[src/rtl/drp_pkg.sv]
package drp_pkg;
  typedef enum logic [1:0] {
    SEQ_IDLE   = 2'd0,
    SEQ_CONV_A = 2'd1,
    SEQ_CONV_B = 2'd2
  } seq_state_e;
endpackage

[src/rtl/drp_conv_seq.sv]
module drp_conv_seq
  import drp_pkg::*;
#(
  parameter int RES_W    = 16,
  parameter int CONV_CYC = 8
) (
  input  logic             clk,
  input  logic             rst_n,
  input  logic             conv_start,
  input  logic [RES_W-1:0] smp_a,
  input  logic [RES_W-1:0] smp_b,
  output logic [RES_W-1:0] res_a,
  output logic [RES_W-1:0] res_b,
  output logic             busy,
  output logic             eoc
);
  localparam int CNT_W = (CONV_CYC > 2) ? $clog2(CONV_CYC) : 1;
  localparam logic [CNT_W-1:0] CNT_LAST = CNT_W'(CONV_CYC - 1);

  seq_state_e       state_q, state_d;
  logic [CNT_W-1:0] cnt_q, cnt_d;
  logic [RES_W-1:0] hold_a_q, hold_b_q;
  logic             start_ok, a_done, b_done;

  // Next-state logic
  always_comb begin
    state_d  = state_q;
    cnt_d    = cnt_q;
    start_ok = 1'b0;
    a_done   = 1'b0;
    b_done   = 1'b0;
    case (state_q)
      SEQ_IDLE: begin
        if (conv_start) begin
          start_ok = 1'b1;
          state_d  = SEQ_CONV_A;
          cnt_d    = '0;
        end
      end
      SEQ_CONV_A: begin
        if (cnt_q == CNT_LAST) begin
          a_done  = 1'b1;
          state_d = SEQ_CONV_B;
          cnt_d   = '0;
        end else begin
          cnt_d = cnt_q + 1'b1;
        end
      end
      SEQ_CONV_B: begin
        if (cnt_q == CNT_LAST) begin
          b_done  = 1'b1;
          state_d = SEQ_IDLE;
          cnt_d   = '0;
        end else begin
          cnt_d = cnt_q + 1'b1;
        end
      end
      default: state_d = SEQ_IDLE;
    endcase
  end

  // Registers
  always_ff @(posedge clk or negedge rst_n) begin
    if (!rst_n) begin
      state_q <= SEQ_IDLE;
      cnt_q   <= '0;
      eoc     <= 1'b0;
    end else begin
      state_q <= state_d;
      cnt_q   <= cnt_d;
      eoc     <= a_done;
    end
  end

  always_ff @(posedge clk or negedge rst_n) begin
    if (!rst_n) begin
      hold_a_q <= '0;
      hold_b_q <= '0;
    end else if (start_ok) begin
      hold_a_q <= smp_a;
      hold_b_q <= smp_b;
    end
  end

  always_ff @(posedge clk or negedge rst_n) begin
    if (!rst_n) begin
      res_a <= '0;
    end else if (a_done) begin
      res_a <= hold_a_q;
    end
  end

  always_ff @(posedge clk or negedge rst_n) begin
    if (!rst_n) begin
      res_b <= '0;
    end else if (b_done) begin
      res_b <= hold_b_q;
    end
  end

  assign busy = (state_q != SEQ_IDLE);

  // a start from idle raises busy on the next cycle
  a_r2_start_busy: assert property (@(posedge clk) disable iff (!rst_n)
    (state_q == SEQ_IDLE && conv_start) |=> busy);

  // busy falls only at the end of channel B's slot
  a_r2_busy_fall: assert property (@(posedge clk) disable iff (!rst_n)
    $fell(busy) |-> $past(state_q == SEQ_CONV_B));

  // end-of-conversion is a single-cycle pulse
  a_r3_eoc_pulse: assert property (@(posedge clk) disable iff (!rst_n)
    eoc |=> !eoc);

  // channel A completes while channel B is still converting
  a_r4_eoc_busy: assert property (@(posedge clk) disable iff (!rst_n)
    eoc |-> (busy && state_q == SEQ_CONV_B));
endmodule

[src/rtl/drp_par_mux.sv]
module drp_par_mux #(
  parameter int RES_W = 16
) (
  input  logic             ser_mode,
  input  logic             cs_n,
  input  logic             rd_n,
  input  logic             chan_sel,
  input  logic             byte_swap,
  input  logic [RES_W-1:0] res_a,
  input  logic [RES_W-1:0] res_b,
  output logic [RES_W-1:0] bus_data,
  output logic             bus_oe
);
  localparam int HALF = RES_W / 2;

  logic [RES_W-1:0] word;
  logic [RES_W-1:0] lane;

  always_comb begin
    word   = chan_sel ? res_a : res_b;
    lane   = byte_swap ? {word[HALF-1:0], word[RES_W-1:HALF]} : word;
    bus_oe = !ser_mode && !cs_n && !rd_n;
    bus_data = bus_oe ? lane : '0;
  end
endmodule

[src/rtl/drp_ser_shift.sv]
module drp_ser_shift #(
  parameter int RES_W = 16
) (
  input  logic             clk,
  input  logic             rst_n,
  input  logic             ser_mode,
  input  logic             frame_req,
  input  logic             chan_sel,
  input  logic             sclk,
  input  logic [RES_W-1:0] res_a,
  input  logic [RES_W-1:0] res_b,
  output logic             sdo
);
  localparam int FRM_W = 2 * RES_W;
  localparam int BC_W  = $clog2(FRM_W);
  localparam logic [BC_W-1:0] BC_LAST = BC_W'(FRM_W - 1);

  logic             sclk_q;
  logic             active_q, active_d;
  logic [FRM_W-1:0] shreg_q, shreg_d;
  logic [BC_W-1:0]  bcnt_q, bcnt_d;
  logic             sclk_fall, load, shift_en;

  always_comb begin
    sclk_fall = sclk_q && !sclk;
    load      = ser_mode && frame_req && !active_q;
    shift_en  = active_q && sclk_fall;
    active_d  = active_q;
    shreg_d   = shreg_q;
    bcnt_d    = bcnt_q;
    if (load) begin
      active_d = 1'b1;
      shreg_d  = chan_sel ? {res_a, res_b} : {res_b, res_a};
      bcnt_d   = '0;
    end else if (shift_en) begin
      if (bcnt_q == BC_LAST) begin
        active_d = 1'b0;
        shreg_d  = '0;
      end else begin
        shreg_d = {shreg_q[FRM_W-2:0], 1'b0};
        bcnt_d  = bcnt_q + 1'b1;
      end
    end
  end

  always_ff @(posedge clk or negedge rst_n) begin
    if (!rst_n) begin
      sclk_q   <= 1'b0;
      active_q <= 1'b0;
      shreg_q  <= '0;
      bcnt_q   <= '0;
    end else begin
      sclk_q   <= sclk;
      active_q <= active_d;
      if (load || shift_en) begin
        shreg_q <= shreg_d;
        bcnt_q  <= bcnt_d;
      end
    end
  end

  assign sdo = active_q && shreg_q[FRM_W-1];

  // between falling edges of the serial clock the output holds
  a_r10_hold: assert property (@(posedge clk) disable iff (!rst_n)
    (active_q && !sclk_fall) |=> $stable(sdo));

  // the frame ends after the last bit's falling edge
  a_r10_frame_end: assert property (@(posedge clk) disable iff (!rst_n)
    (active_q && sclk_fall && bcnt_q == BC_LAST) |=> !active_q);

  // no frame starts in parallel mode
  a_r9_par_no_frame: assert property (@(posedge clk) disable iff (!rst_n)
    (!active_q && !ser_mode) |=> !active_q);
endmodule

[src/rtl/dual_result_port.sv]
module dual_result_port #(
  parameter int RES_W    = 16,
  parameter int CONV_CYC = 8
) (
  input  logic             clk,
  input  logic             rst_n,
  input  logic             conv_start,
  input  logic [RES_W-1:0] smp_a,
  input  logic [RES_W-1:0] smp_b,
  input  logic             ser_mode,
  input  logic             cs_n,
  input  logic             rd_n,
  input  logic             chan_sel,
  input  logic             byte_swap,
  input  logic             frame_req,
  input  logic             sclk,
  output logic [RES_W-1:0] bus_data,
  output logic             bus_oe,
  output logic             sdo,
  output logic             busy,
  output logic             eoc
);
  logic [1:0]       rst_sync_q;
  logic             rst_int_n;
  logic [RES_W-1:0] res_a, res_b;

  // Asynchronous assertion, synchronous release
  always_ff @(posedge clk or negedge rst_n) begin
    if (!rst_n) begin
      rst_sync_q <= 2'b00;
    end else begin
      rst_sync_q <= {rst_sync_q[0], 1'b1};
    end
  end
  assign rst_int_n = rst_sync_q[1];

  drp_conv_seq #(.RES_W(RES_W), .CONV_CYC(CONV_CYC)) u_seq (
    .clk        (clk),
    .rst_n      (rst_int_n),
    .conv_start (conv_start),
    .smp_a      (smp_a),
    .smp_b      (smp_b),
    .res_a      (res_a),
    .res_b      (res_b),
    .busy       (busy),
    .eoc        (eoc)
  );

  drp_par_mux #(.RES_W(RES_W)) u_par (
    .ser_mode  (ser_mode),
    .cs_n      (cs_n),
    .rd_n      (rd_n),
    .chan_sel  (chan_sel),
    .byte_swap (byte_swap),
    .res_a     (res_a),
    .res_b     (res_b),
    .bus_data  (bus_data),
    .bus_oe    (bus_oe)
  );

  drp_ser_shift #(.RES_W(RES_W)) u_ser (
    .clk       (clk),
    .rst_n     (rst_int_n),
    .ser_mode  (ser_mode),
    .frame_req (frame_req),
    .chan_sel  (chan_sel),
    .sclk      (sclk),
    .res_a     (res_a),
    .res_b     (res_b),
    .sdo       (sdo)
  );

  // channel A's result only changes together with its end-of-conversion
  a_r5_res_a_only_at_eoc: assert property (@(posedge clk) disable iff (!rst_int_n)
    !eoc |-> $stable(res_a));

  // channel B's result only changes as busy falls
  a_r5_res_b_only_at_end: assert property (@(posedge clk) disable iff (!rst_int_n)
    !$fell(busy) |-> $stable(res_b));
endmodule

[config.mk]
export PLATFORM = sky130hd
export DESIGN_NAME = dual_result_port
export DESIGN_NICKNAME = d
export VERILOG_FILES = /design/src/rtl/drp_pkg.sv /design/src/rtl/drp_conv_seq.sv /design/src/rtl/drp_par_mux.sv /design/src/rtl/drp_ser_shift.sv /design/src/rtl/dual_result_port.sv
export SDC_FILE = /design/constraint.sdc
export NUM_CORES = 1
export LEC_CHECK = 0
export BUFFER_PORTS_ARGS = -buffer_cell sky130_fd_sc_hd__buf_2
export CAP_MARGIN = 20
export CORE_UTILIZATION = 53
export DETAILED_ROUTE_END_ITERATION = 16
export GPL_TIMING_DRIVEN = 0
export PLACE_DENSITY = 0.74
export SYNTH_ARGS = -nofsm -noshare
export SYNTH_HDL_FRONTEND = slang
export SYNTH_HIERARCHICAL = 1
export SYNTH_SLANG_ARGS = --single-unit
[constraint.sdc]
create_clock -name clk -period 3.5 [get_ports clk]
set_clock_uncertainty 0.05 [all_clocks]
set_input_delay 0.175 -clock clk [delete_from_list [all_inputs] [get_ports clk]]
set_output_delay 0.175 -clock clk [all_outputs]
set_load 0.01 [all_outputs]
==> results of run 1 <==
## worst max-delay path: stages (launching register included)
cell,delay (ns)
dfrtp_1,0.42
ha_1,0.22
and3_1,0.15
ha_1,0.26
nor4bb_1,0.30
buf_2,0.23
nand4_1,0.13
mux2i_1,0.13
## layer usage
metal / global-route usage, % / vias to the layer above / part of all wire [%]
li1: - / 1762 / -
met1: 32.10 / 1951 / 45
met2: 43.24 / 59 / 52
met3: 3.431 / 8 / 2.2
met4: 7.344 / 0 / 0.75
met5: 0 / - / 0
## Yosys cell counts, types with 2 or more instances
library cell and number:
a221oi_2 31, buf_6 9, inv_1 5, nand2_1 4
nand2_4 2, mux2_4 19, mux2i_1 52, clkbuf_1 3
buf_4 3, nand2b_1 32, clkbuf_4 3, nor3_1 27
nor3_2 5, ha_1 7, buf_8 2, and3b_1 2
o22ai_1 16, dfrtp_1 111, a32o_1 3, nor2_1 5
a21oi_1 7, mux2_2 45, buf_2 13
## registers in the layout, summed over array words and instances (netlist names)
register	count
u_seq/hold_b_q	16
u_seq/state_q	2
u_ser/sclk_q	1
u_ser/active_q	1
u_seq/cnt_q	3
u_ser/bcnt_q	5
u_seq/hold_a_q	16
u_seq/res_a	16
u_seq/res_b	16
u_seq/eoc	1
u_ser/shreg_q	32
rst_sync_q	2
## power by group through the flow
| stage | registers, mW | logic (mW) | clock network (mW) |
|---|---|---|---|
| final | 2.09 | 1.23 | 0.787 |
| after detailed placement | 2.11 | 1.19 | 0 |
| after floorplan | 2.00 | 0.967 | 0 |
| after global placement | 2.09 | 1.12 | 0 |
| after CTS | 2.08 | 1.23 | 0.814 |
| after global routing | 2.15 | 1.35 | 0.863 |
## cell families (layout without fill, tap and decap cells)
group | Yosys count | count (layout) | share of synthesized area, %
mux | 116 | 116 | 23.33
flops | 111 | 111 | 49.37
simple gates | 84 | 84 | 9.118
compound gates | 60 | 60 | 11.59
buf+inv | 38 | 149 | 4.825
fa+ha+maj | 7 | 7 | 1.557
other cells | 1 | 1 | 0.06665
xor+xnor | 1 | 1 | 0.1557
## timing repair
action                                 in CTS  in global routing
setup endpoints to repair                   0                  0
endpoints found under the hold margin      35                  0
hold buffers                               34                  0
## cells in the final DEF, fill, tap and decap left out, types with 16 or more instances in the layout
cell           synthesis  routed
nand2b_1              32      32
mux2_4                19      19
mux2i_1               52      52
o22ai_1               16      16
nor3_1                27      27
dfrtp_1              111     110
buf_2                 13      73
a221oi_2              31      31
mux2_2                45      45
dlygate4sd3_1          0      34
## metrics by stage
stage | std cells | util [%] | instance area [um^2]
finish | 665 | 64.63 | 6673
global route | 665 | 64.63 | 6673
CTS | 665 | 64.63 | 6673
detailed placement | 615 | 59.36 | 6128
global placement | 614 | 59.06 | 6097
floorplan | 418 | - | 5627
## cell type report
| class | instances | area share (%) |
|---|---|---|
| Clock inverter | 7 | 1.200 |
| Clock buffer | 9 | 1.856 |
| Inverter | 5 | 0.2813 |
| Tap cell | 136 | 2.550 |
| Buffer | 33 | 3.788 |
| Multi-Input combinational cell | 269 | 38.63 |
| Timing Repair Buffer | 95 | 10.01 |
| Sequential cell | 111 | 41.68 |
## final timing paths
path                                      start                end  slack, ns
worst min register to register    rst_sync_q[1]  u_seq/hold_b_q[4]       0.30
worst max-delay path            u_ser/bcnt_q[0]    u_ser/bcnt_q[3]       1.51
min in group clk                     conv_start   u_seq/state_q[0]       0.06
worst max register to register  u_ser/bcnt_q[0]    u_ser/bcnt_q[3]       1.51
max in group asynchronous         rst_sync_q[1]    u_seq/res_b[15]       2.38
worst min-delay path                      rst_n      rst_sync_q[0]       0.06
==> flow_summary.yaml, run 1 <==
setup_path:
  worstPathArrival_ns: 2.20
  crit_type: "register to register"
  reg2regPathDepth: 7
  crit_path_start_kind: "register"
  worstPathRequired_ns: 3.72
  end_kind: "register"
  cp_max_fo: 6
synthesis:
  synth_top_area_share_pct: 49.37
  ys_ff_latch: 111
  synth_edf_count: 0
  yosysUniqueCellTypes: 35
  syn_area_um2: 5627
  synthCells: 418
  ys_warn_count: 6
  synth_flop_cell: "dfrtp_1"
  synth_fp_nets: 467
  synth_top_cells_by_area: "dfrtp_1 (49%), mux2i_1 (9.3%), mux2_2 (9.0%)"
  async_flop_share_pct: 100.0
  synth_top_cell_by_area: "dfrtp_1"
  yosysSeqAreaShare_pct: 49.37
  syn_area_per_cell_um2: 13.46
floorplan:
  die_x_um: 105.0
  rows: 37
  initial_utilization_pct: 54.50
  die-height_um: 105.0
  core_area_um2: 10320
  io_pins: 62
  dieArea_um2: 11030
pwr:
  switchingPower_mw: 1.344
  worst_ir_drop_vdd_mv: 0.3961
  p_seq_share_pct: 50.9
  p_per_area_nw_per_um2: 615.4
  leakagePower_nw: 3.156
  internal-power_mw: 2.763
  total_power_mw: 4.107
  p_clk_share_pct: 19.2
  switching_share_pct: 32.72
  combPwrFrac_pct: 29.9
clock_tree:
  cts_setup_buffers: 0
  numClockSinks: 111
  worstSkewPairLatency_ns: 0.37
  h-tree-depth: 3
  clk_path_buf_depth: 2
  cts_buffers: 9
  cts-resized-gates: 0
  cts_tree: "built"
  cts_root_buffer: "clkbuf_8"
  path_clk_slew_ns: 0.11
finish:
  synthToLayoutAreaGrowth_pct: 18.59
  antennaDiodeCount: 0
  regArea_um2: 2781
  drive_gt1_share_pct: 39.70
  nNetsFinal: 573
  multi_input_area_um2: 2577
  n_fill_cell: 790
grt:
  grt_pass1_wl_um: 20950
  antenna_found_initial: 0
  grt_overflow: 0
  grt_usage_pct: 24.77
  grt_pass1_vias: 4059
  grt_max_degree: 66
drt:
  firstDrtPassIters: 4
  routed_wl_um: 12610
  drtIter0Drc: 129
  wire_per_inst_um: 18.96
  drtAntennaViolNets: 0
  vias_per_cell: 5.684
  num_vias: 3780
  drc: 0
sta:
  fin_ws_ns: 1.512
  final_max_slew_viol_count: 0
  rsz0062_at_grt: "no"
  finalSetupTns_ns: 0
  timing.final.crit_share_pct: 56.79
  whs_ns: 0.05664
  timing.fmax_mhz: 503.1
  timing.final.hold_violations: 0
  setup_viol: 0
  worst_slew_pin_slew_ns: 0.6231
  layout_min_cycle_time_ns: 1.988
  slew_headroom_pct: 58.46
status:
  status: "complete, no violations"
place:
  port_buffers: 60
  dpl_worst_slack_ns: 1.499
  hpwlAfterDp_um: 8779
  place_congestion: 0.8233
flow_run:
  cap_violations: 0
hold_path:
  hold_class: "input port to asynchronous set/reset pin"
No activity file was read; power rests on OpenSTA's default activity.
==> run 2, diff against run 1 <==
clock period = 1.7 ns   (was 3.5 ns; I/O delays follow)
==> run 2 against run 1 <==
Net effect: the flow now finishes with violations (setup timing); critical path type unchanged; utilization increased by 1.4 points; register-to-register slack got worse by 1.6 ns; first-iteration DRC count increased by 50%; largest cell class unchanged; critical path depth unchanged; total power increased by 110%; largest power group unchanged; sequential power increased by 110%; critical endpoint unchanged; via count increased by 2.0%; sequential cell count unchanged; die area unchanged.
==> flow_summary.yaml, run 2 (same netlist as run 1, synthesis figures left out) <==
status:
  status: "finished with violations"
  failed_checks: "setup timing"
sta:
  layout_min_cycle_time_ns: 1.738
  fin_ws_ns: -0.03800
  timing.final.hold_violations: 0
  slew_headroom_pct: 66.30
  final_max_slew_viol_count: 0
  worst_slew_pin_slew_ns: 0.5055
  timing.final.crit_share_pct: 102.2
  timing.fmax_mhz: 575.4
  setup_viol: 3
  rsz0062_at_grt: "yes"
clock_tree:
  numClockSinks: 111
  worstSkewPairLatency_ns: 0.38
  cts_root_buffer: "clkbuf_8"
  cts_tree: "built"
  h-tree-depth: 3
  path_clk_slew_ns: 0.12
  cts_buffers: 9
  clk_path_buf_depth: 2
drt:
  drtAntennaViolNets: 0
  drtIter0Drc: 194
  firstDrtPassIters: 4
  drc: 0
  wire_per_inst_um: 18.99
  num_vias: 3854
  routed_wl_um: 12780
  vias_per_cell: 5.727
setup_path:
  cp.depth: 7
  crit_path_start: "u_ser/bcnt_q[0]"
  crit_chain: "ha_2, and3_4, ha_4, nor4bb_4, buf_4, nand4_1, mux2i_1"
  r2r_setup_slack_ns: -0.04
  worstPathArrival_ns: 1.97
  reg2regPathDepth: 7
  worstReg2RegEnd: "u_ser/bcnt_q[3]"
  cp_max_fo: 6
  cp_top_family: "simple AND/OR/NAND/NOR gates"
  cp_slowest_cell: "dfrtp_1"
  crit_buf_inv: 1
  crit_type: "register to register"
  r2r_start: "u_ser/bcnt_q[0]"
  endpoint: "u_ser/bcnt_q[3]"
  worstPathRequired_ns: 1.93
  max_stage_delay_ns: 0.40
  end_kind: "register"
  crit_path_start_kind: "register"
finish:
  nNetsFinal: 581
  synthToLayoutAreaGrowth_pct: 21.19
  mostFrequentLayoutCells: "dfrtp_1 (110), buf_2 (72), mux2i_1 (52)"
  drive_gt1_share_pct: 41.53
  finalNonFillerCells: 673
  antennaDiodeCount: 0
  largest-register: "u_ser/shreg_q"
  largest_register_ffs: 32
  final_common_cell: "dfrtp_1"
floorplan:
  die_x_um: 105.0
  die-height_um: 105.0
  io_pins: 62
  initial_utilization_pct: 54.50
  dieArea_um2: 11030
  rows: 37
  core_area_um2: 10320
grt:
  grt_usage_pct: 24.79
  grt_pass1_wl_um: 20920
  grt_pass1_vias: 4006
  antenna_found_initial: 0
  grt_overflow: 0
  grt_max_degree: 73
place:
  hpwlAfterDp_um: 8880
  dp.cells: 615
  port_buffers: 60
  dpl_worst_slack_ns: -0.1182
  place_congestion: 0.8148
pwr:
  leakagePower_nw: 3.219
  p_per_area_nw_per_um2: 1250
  total_power_mw: 8.523
  worst_ir_drop_vdd_mv: 0.7696
hold_path:
  hold_class: "input port to register"
flow_run:
  cap_violations: 0
==> run 2: timing repair <==
item | CTS | global route
hold endpoints to repair | 37 | 0
pin swaps | 2 | 4
hold buffers | 37 | 0
resized for setup | 6 | 16
endpoints found under the setup margin | 65 | 82
setup buffers | 2 | 3
==> run 2: worst min-delay path by stage <==
stage                     cells after the start             end  slack [ns]      from
final                                         3  u_ser/active_q        0.02  ser_mode
after global routing                          3  u_ser/active_q        0.03  ser_mode
after CTS                                     3  u_ser/active_q       0.008  ser_mode
after detailed placement                      1   rst_sync_q[0]       -0.18     rst_n
after global placement                        1   rst_sync_q[0]       -0.18     rst_n
after floorplan                               0   rst_sync_q[0]       -0.26     rst_n
==> run 2: layer usage <==
layer / up-vias / wire length [um] / part of all wire, % / track usage, %
li1: 1786 / - / - / -
met1: 1954 / 5638 / 44 / 32.98
met2: 97 / 6463 / 51 / 41.53
met3: 17 / 450 / 3.5 / 3.556
met4: 0 / 228 / 1.8 / 8.753
met5: - / 0 / 0 / 0
==> run 2: area by class of cell <==
cell class	count	area, um^2
Sequential cell	111	2781
Multi-Input combinational cell	269	2618
Fill cell	759	3505
Clock buffer	10	127.6
Tap cell	136	170.2
Inverter	5	18.77
Clock inverter	6	65.06
Timing Repair Buffer	103	760.7
Buffer	33	277.8
==> run 2: per-stage QoR <==
stage | utilization (%) | cell area (um^2) | TNS [ns] | hold slack (ns)
after global routing | 66.05 | 6819 | -0.6285 | 0.02630
after global placement | 59.14 | 6106 | -0.5942 | -0.1791
after CTS | 65.25 | 6736 | -0.3879 | 0.008021
after detailed placement | 59.41 | 6133 | -1.659 | -0.1792
final | 66.05 | 6819 | -0.09404 | 0.02167
after floorplan | - | 5635 | 0 | -0.2606
==> run 2: worst register-to-register path: cells and delay by family (launching register included) <==
family        cells  cell delay (ns)
mux               1             0.13
buf+inv           1             0.18
simple gates      3             0.50
fa+ha+maj         2             0.37
flops             1             0.40
==> run 2: where the power goes <==
part | leakage [nW] | internal, mW | total [mW] | switching, mW
Sequential | 1.32 | 3.59 | 4.32 | 0.726
Combinational | 1.80 | 1.48 | 2.67 | 1.19
Clock | 0.0972 | 0.575 | 1.53 | 0.960
Total | 3.22 | 5.65 | 8.52 | 2.87
